## config.mk

```make
export PLATFORM = sky130hd
export DESIGN_NAME = dms_mode_select
export DESIGN_NICKNAME = d
export VERILOG_FILES = /design/src/rtl/dms_pkg.sv /design/src/rtl/dms_class_mask.sv /design/src/rtl/dms_msb_find.sv /design/src/rtl/dms_mode_select.sv
export SDC_FILE = /design/constraint.sdc
export NUM_CORES = 1
export LEC_CHECK = 0
export BUFFER_PORTS_ARGS = -buffer_cell sky130_fd_sc_hd__buf_2
export CAP_MARGIN = 20
export CORE_MARGIN = 5
export CORE_UTILIZATION = 32
export DETAILED_ROUTE_END_ITERATION = 8
export PLACE_DENSITY = 0.88
export SYNTH_ARGS = -nofsm -noshare
export SYNTH_HDL_FRONTEND = slang
export SYNTH_SLANG_ARGS = --single-unit
```

## constraint.sdc

```tcl
create_clock -name clk -period 2.2 [get_ports clk]
set_clock_uncertainty 0.15 [all_clocks]
set_input_delay 0.22 -clock clk [delete_from_list [all_inputs] [get_ports clk]]
set_output_delay 0.22 -clock clk [all_outputs]
set_load 0.01 [all_outputs]
```

## src/rtl/dms_pkg.sv

```systemverilog
package dms_pkg;
   localparam int unsigned NUM_CLS = 3;
   typedef enum logic [1:0] {
      CLS_ULTRA = 2'd0,
      CLS_MWORD = 2'd1,
      CLS_SWORD = 2'd2
   } dms_cls_e;
endpackage

```

## src/rtl/dms_class_mask.sv

```systemverilog
module dms_class_mask #(
   parameter int unsigned MASK_W   = 8,
   parameter bit          CLAMP_EN = 1'b0,
   parameter int unsigned LOW_KEEP = 3,
   parameter int unsigned CLAMP_HI = 6
) (
   input  logic [MASK_W-1:0] cap_i,
   input  logic [MASK_W-1:0] host_i,
   input  logic              enable_i,
   input  logic              cable80_i,
   output logic [MASK_W-1:0] mask_o
);
   logic [MASK_W-1:0] raw;

   initial begin : p_param_chk
      assert (CLAMP_HI < MASK_W && LOW_KEEP <= CLAMP_HI)
         else $error("dms_class_mask: clamp range outside mask width");
   end

   assign raw = enable_i ? (cap_i & host_i) : '0;

   generate
      if (CLAMP_EN) begin : g_clamp
         localparam int unsigned HI_W = CLAMP_HI - LOW_KEEP + 1;
         logic [MASK_W-1:0] keep_low;
         logic              fast_req;
         assign keep_low = {{(MASK_W-LOW_KEEP){1'b0}}, {LOW_KEEP{1'b1}}};
         assign fast_req = |raw[CLAMP_HI -: HI_W];
         assign mask_o   = (fast_req && !cable80_i) ? (raw & keep_low) : raw;
      end else begin : g_plain
         logic unused_cable;
         assign unused_cable = cable80_i;
         assign mask_o       = raw;
      end
   endgenerate
endmodule

```

## src/rtl/dms_msb_find.sv

```systemverilog
module dms_msb_find #(
   parameter int unsigned MASK_W = 8,
   localparam int unsigned IDX_W = (MASK_W > 1) ? $clog2(MASK_W) : 1
) (
   input  logic [MASK_W-1:0] mask_i,
   output logic              found_o,
   output logic [IDX_W-1:0]  idx_o
);
   always_comb begin
      idx_o = '0;
      for (int i = 0; i < MASK_W; i++) begin
         if (mask_i[i]) idx_o = IDX_W'(i);
      end
   end
   assign found_o = |mask_i;
endmodule

```

## src/rtl/dms_mode_select.sv

```systemverilog
module dms_mode_select #(
   parameter int unsigned CAP_W      = 16,
   parameter int unsigned MASK_W     = 8,
   parameter int unsigned MODE_W     = 8,
   parameter int unsigned ULTRA_BASE = 8'h40,
   parameter int unsigned MWORD_BASE = 8'h20,
   parameter int unsigned SWORD_BASE = 8'h10,
   parameter int unsigned ULTRA_VBIT = 2,
   parameter int unsigned OLD_VBIT   = 1,
   parameter int unsigned LOW_KEEP   = 3,
   parameter int unsigned CLAMP_HI   = 6
) (
   input  logic              clk,
   input  logic              rst_n,
   input  logic              req_i,
   input  logic [CAP_W-1:0]  ultra_cap_i,
   input  logic [CAP_W-1:0]  mword_cap_i,
   input  logic [CAP_W-1:0]  sword_cap_i,
   input  logic [CAP_W-1:0]  valid_word_i,
   input  logic [MASK_W-1:0] ultra_host_i,
   input  logic [MASK_W-1:0] mword_host_i,
   input  logic [MASK_W-1:0] sword_host_i,
   input  logic              cable80_i,
   input  logic              media_disk_i,
   input  logic              packet_dma_ok_i,
   output logic [MODE_W-1:0] mode_o,
   output logic              mode_vld_o
);
   import dms_pkg::*;

   localparam int unsigned IDX_W = (MASK_W > 1) ? $clog2(MASK_W) : 1;

   initial begin : p_param_chk
      assert (MASK_W <= CAP_W && ULTRA_VBIT < CAP_W && OLD_VBIT < CAP_W)
         else $error("dms_mode_select: mask or validity bit exceeds word width");
      assert (ULTRA_BASE + MASK_W - 1 < (1 << MODE_W))
         else $error("dms_mode_select: mode code overflows MODE_W");
   end

   logic [MASK_W-1:0] cap_a   [NUM_CLS];
   logic [MASK_W-1:0] host_a  [NUM_CLS];
   logic              en_a    [NUM_CLS];
   logic [MASK_W-1:0] mask_a  [NUM_CLS];
   logic              found_a [NUM_CLS];
   logic [IDX_W-1:0]  idx_a   [NUM_CLS];
   logic [MODE_W-1:0] base_a  [NUM_CLS];

   assign cap_a[CLS_ULTRA]  = ultra_cap_i[MASK_W-1:0];
   assign cap_a[CLS_MWORD]  = mword_cap_i[MASK_W-1:0];
   assign cap_a[CLS_SWORD]  = sword_cap_i[MASK_W-1:0];
   assign host_a[CLS_ULTRA] = ultra_host_i;
   assign host_a[CLS_MWORD] = mword_host_i;
   assign host_a[CLS_SWORD] = sword_host_i;
   assign en_a[CLS_ULTRA]   = valid_word_i[ULTRA_VBIT];
   assign en_a[CLS_MWORD]   = valid_word_i[OLD_VBIT];
   assign en_a[CLS_SWORD]   = valid_word_i[OLD_VBIT];
   assign base_a[CLS_ULTRA] = MODE_W'(ULTRA_BASE);
   assign base_a[CLS_MWORD] = MODE_W'(MWORD_BASE);
   assign base_a[CLS_SWORD] = MODE_W'(SWORD_BASE);

   generate
      for (genvar g = 0; g < NUM_CLS; g++) begin : g_cls
         dms_class_mask #(
            .MASK_W   (MASK_W),
            .CLAMP_EN (g == CLS_ULTRA),
            .LOW_KEEP (LOW_KEEP),
            .CLAMP_HI (CLAMP_HI)
         ) u_mask (
            .cap_i     (cap_a[g]),
            .host_i    (host_a[g]),
            .enable_i  (en_a[g]),
            .cable80_i (cable80_i),
            .mask_o    (mask_a[g])
         );
         dms_msb_find #(.MASK_W(MASK_W)) u_msb (
            .mask_i  (mask_a[g]),
            .found_o (found_a[g]),
            .idx_o   (idx_a[g])
         );
      end
   endgenerate

   logic              dma_allowed;
   logic [MODE_W-1:0] mode_nxt;

   assign dma_allowed = media_disk_i || packet_dma_ok_i;

   always_comb begin
      mode_nxt = '0;
      for (int c = NUM_CLS - 1; c >= 0; c--) begin
         if (found_a[c]) mode_nxt = base_a[c] + MODE_W'(idx_a[c]);
      end
      if (!dma_allowed) mode_nxt = '0;
   end

   always_ff @(posedge clk or negedge rst_n) begin
      if (!rst_n) begin
         mode_o     <= '0;
         mode_vld_o <= 1'b0;
      end else begin
         mode_vld_o <= req_i;
         if (req_i) mode_o <= mode_nxt;
      end
   end

   // strobe follows each request by exactly one cycle
   a_r9_strobe_on: assert property (@(posedge clk) disable iff (!rst_n)
      req_i |=> mode_vld_o);
   a_r9_strobe_off: assert property (@(posedge clk) disable iff (!rst_n)
      !req_i |=> !mode_vld_o);
   // no request, no change
   a_r10_hold: assert property (@(posedge clk) disable iff (!rst_n)
      !req_i |=> $stable(mode_o));
   // non-disk without packet permission gives zero
   a_r7_no_pkt: assert property (@(posedge clk) disable iff (!rst_n)
      (req_i && !media_disk_i && !packet_dma_ok_i) |=> (mode_o == '0));
   // an Ultra-class result needs validity bit 2
   a_r3_ultra_valid: assert property (@(posedge clk) disable iff (!rst_n)
      (req_i && !valid_word_i[ULTRA_VBIT]) |=> (mode_o < MODE_W'(ULTRA_BASE)));
   // an older-class result needs validity bit 1
   a_r4_old_valid: assert property (@(posedge clk) disable iff (!rst_n)
      (req_i && !valid_word_i[OLD_VBIT]) |=>
         (mode_o == '0 || mode_o >= MODE_W'(ULTRA_BASE)));
   // no fast Ultra mode without the cable
   a_r6_cable_clamp: assert property (@(posedge clk) disable iff (!rst_n)
      (req_i && !cable80_i) |=>
         !(mode_o >= MODE_W'(ULTRA_BASE + LOW_KEEP) && mode_o <= MODE_W'(ULTRA_BASE + CLAMP_HI)));
endmodule

```

==> results.yml <==
drt:
  dr_wl_met2_um: 1339
  first_iter_violations: 22
  top_layer: "met4"
  drt.antenna.violating_nets: 0
  wire_per_inst_um: 13.83
  wl_met3_um: 262
  vias: 1029
  wl_met1_um: 842
  remaining_drc_errors: 0
  wirelength_um: 2559
  drt_pass1_iterations: 4
  viasPerCell: 5.562
floorplanning:
  die_w_um: 57.83
  die_h_um: 57.83
  floorplan.rows: 17
  core_area_mm2: 0.002191
  io-pin-count: 103
  die_area_mm2: 0.003344
  start_util_pct: 33.41
critical_path:
  cp_num_buf_inv: 2
  start_kind: "input port"
  max_stage_delay_ps: 530
  cp_cell_sequence: "dlygate4sd3_1 > buf_2 > o21ai_1 > a311oi_1 > o21ai_1 > o311ai_1"
  rr_startpoint: "mode_o[0]$_DFFE_PN0P_"
  crit_slowest_cell: "dlygate4sd3_1"
  cp-end-kind: "register"
  critPathTopFamily: "buffers and inverters"
  crit_type: "input port to register"
  crit_fanout: 5
  cpMostUsedCell: "o21ai_1"
  critPathArrivalTime_ps: 1530
  reg2reg_depth: 3
  rr_endpoint: "mode_o[0]$_DFFE_PN0P_"
  reg2reg_slack_ps: 1130
  required_ps: 2190
placed_design:
  dp_cells: 179
  dp_hpwl_um: 2305
  place_area_mm2: 0.001066
  io_buffers: 62
  gp_congestion: 0.9821
logic_synthesis:
  syn_area_per_cell_um2: 8.133
  synthCells: 90
  synth_edf_count: 0
  ys_seq_elements: 7
  syn_area_um2: 732.0
  synthArstFlopShare_pct: 100.0
  synth_area_leaders: "dfrtp_1, nand2_1, a22o_1"
  synth_top_area_share_pct: 23.93
  synth_cell_types: 36
  synth_warnings: 0
  synth_ff_type: "dfrtp_1"
  synth_largest_area_cell: "dfrtp_1"
  yosysSeqAreaShare_pct: 23.93
cts:
  clock-root-buffer: "clkbuf_4"
  holdBufCountCts: 2
  cts_buffer_depth: 2
  cts.sinks: 7
  post-cts-setup-buffers: 0
  clkTransAtPathRegs_ps: 50
  cts-resized-gates: 0
  numCtsBuffers: 3
  cts_tree: "done"
  clk-insertion-delay-late_ps: 260
  htreeDepth: 1
final_layout:
  diodes: 0
  fin_cells: 185
  fill_cells: 196
  stdcell_area_mm2: 0.001112
  syn2layout_area_growth_pct: 51.97
  finalNetCount: 252
  drive_gt1_share_pct: 46.50
sta:
  fmax_mhz: 652.4
  setup_violations: 0
  fin_tns_setup_ps: 0
  drv_slew: 0
  hold_ws_ps: 171.2
  period_share_pct: 69.68
  hold_viol_final: 0
  rsz0062_at_grt: "no"
  min_period_ps: 1533
global_routing:
  grt_pass1_vias: 1079
  grt_first_pass_wirelength_um: 4064
  overflow: 0
  track_usage_pct: 15.40
  antenna_found_initial: 0
  grt_max_degree: 8
pwr:
  p_sw_share_pct: 34.19
  p_leak_nw: 0.5553
  seqPwrFrac_pct: 32.1
  max-vdd-ir-drop_mv: 0.2336
  p_int_uw: 309.1
  p_switching_uw: 160.6
  clkPwrFrac_pct: 25.5
  power.density_mw_per_mm2: 422.2
  p_comb_share_pct: 42.4
outcome:
  outcome: "finished clean"
min_path:
  hold_path.class: "input port to async pin"
run:
  drv_cap: 0
==> logic make-up (layout without fill, tap and decap cells) <==
| logic type | count (synthesis) | in the layout | share of synthesized area [%] |
|---|---|---|---|
| AO/OA/AOI/OAI | 43 | 43 | 51.29 |
| AND/OR/NAND/NOR | 33 | 33 | 20.17 |
| flip-flops | 7 | 7 | 23.93 |
| buffers and inverters | 6 | 72 | 4.101 |
| other | 1 | 2 | 0.5123 |
==> sequential cells by signal, summed over array words and instances (netlist names) <==
signal      flops
mode_o          6
mode_vld_o      1
==> synthesized netlist by cell type (2+ instances only) <==
| master | instances |
|---|---|
| o21ai_1 | 3 |
| a21oi_1 | 4 |
| o211ai_1 | 3 |
| inv_1 | 3 |
| and2_1 | 2 |
| buf_4 | 2 |
| nand2_1 | 20 |
| a22o_1 | 8 |
| o2111ai_1 | 3 |
| a22oi_2 | 3 |
| a22oi_1 | 3 |
| a32o_1 | 3 |
| nor2_1 | 4 |
| dfrtp_1 | 7 |
==> stage by stage <==
step / total power, mW / setup WS, ps / util, %
2_1_floorplan: 0.2514 / 778.8 / -
3_3_place_gp: 0.3390 / 587.9 / 48.66
3_5_place_dp: 0.3501 / 541.9 / 48.66
4_1_cts: 0.4730 / 669.3 / 50.77
5_1_grt: 0.4980 / 527.3 / 50.77
6_report: 0.4696 / 667.1 / 50.77
==> worst max-delay path by stage <==
| stage | from | to | depth (start not counted) |
|---|---|---|---|
| floorplan | sword_cap_i[6] | mode_o[0]$_DFFE_PN0P_ | 5 |
| global placement | sword_cap_i[6] | mode_o[0]$_DFFE_PN0P_ | 6 |
| detailed placement | sword_cap_i[6] | mode_o[0]$_DFFE_PN0P_ | 6 |
| CTS | req_i | mode_o[1]$_DFFE_PN0P_ | 6 |
| global route | req_i | mode_o[1]$_DFFE_PN0P_ | 6 |
| finish | req_i | mode_o[1]$_DFFE_PN0P_ | 6 |
==> routing by layer <==
layer	global-route usage, %	vias up
met3	3.118	13
met1	14.44	456
met5	0	-
met2	28.55	68
met4	12.25	0
li1	-	492
==> cells in the final DEF, fill, tap and decap left out, drive strengths merged, types with 2 or more instances in the layout <==
cell	synthesis	final
a31oi	2	2
o211ai	3	3
o21ai	5	5
dlygate4sd3	0	2
o2111ai	3	3
a22o	8	8
conb	1	2
a21oi	4	4
a32o	3	3
nor2	4	4
inv	4	4
dfrtp	7	7
buf	2	62
and2	2	2
a22oi	6	6
nand2	20	20
clkbuf	0	4
==> area by class of cell <==
class	instances	area (um2)	area share [%]
Multi-Input combinational cell	78	530.5	47.69
Timing Repair Buffer	64	330.3	29.70
Sequential cell	7	175.2	15.75
Tap cell	28	35.03	3.150
Clock buffer	4	26.28	2.362
Inverter	4	15.01	1.350
==> power by group through the flow <==
| stage | sequential, mW | combinational [mW] | clock [mW] |
|---|---|---|---|
| after CTS | 0.151 | 0.200 | 0.122 |
| after detailed placement | 0.153 | 0.197 | 0 |
| final | 0.151 | 0.199 | 0.120 |
| after global routing | 0.153 | 0.220 | 0.126 |
| after floorplan | 0.159 | 0.0926 | 0 |
| after global placement | 0.151 | 0.188 | 0 |
(Power assumes the default switching activity.)
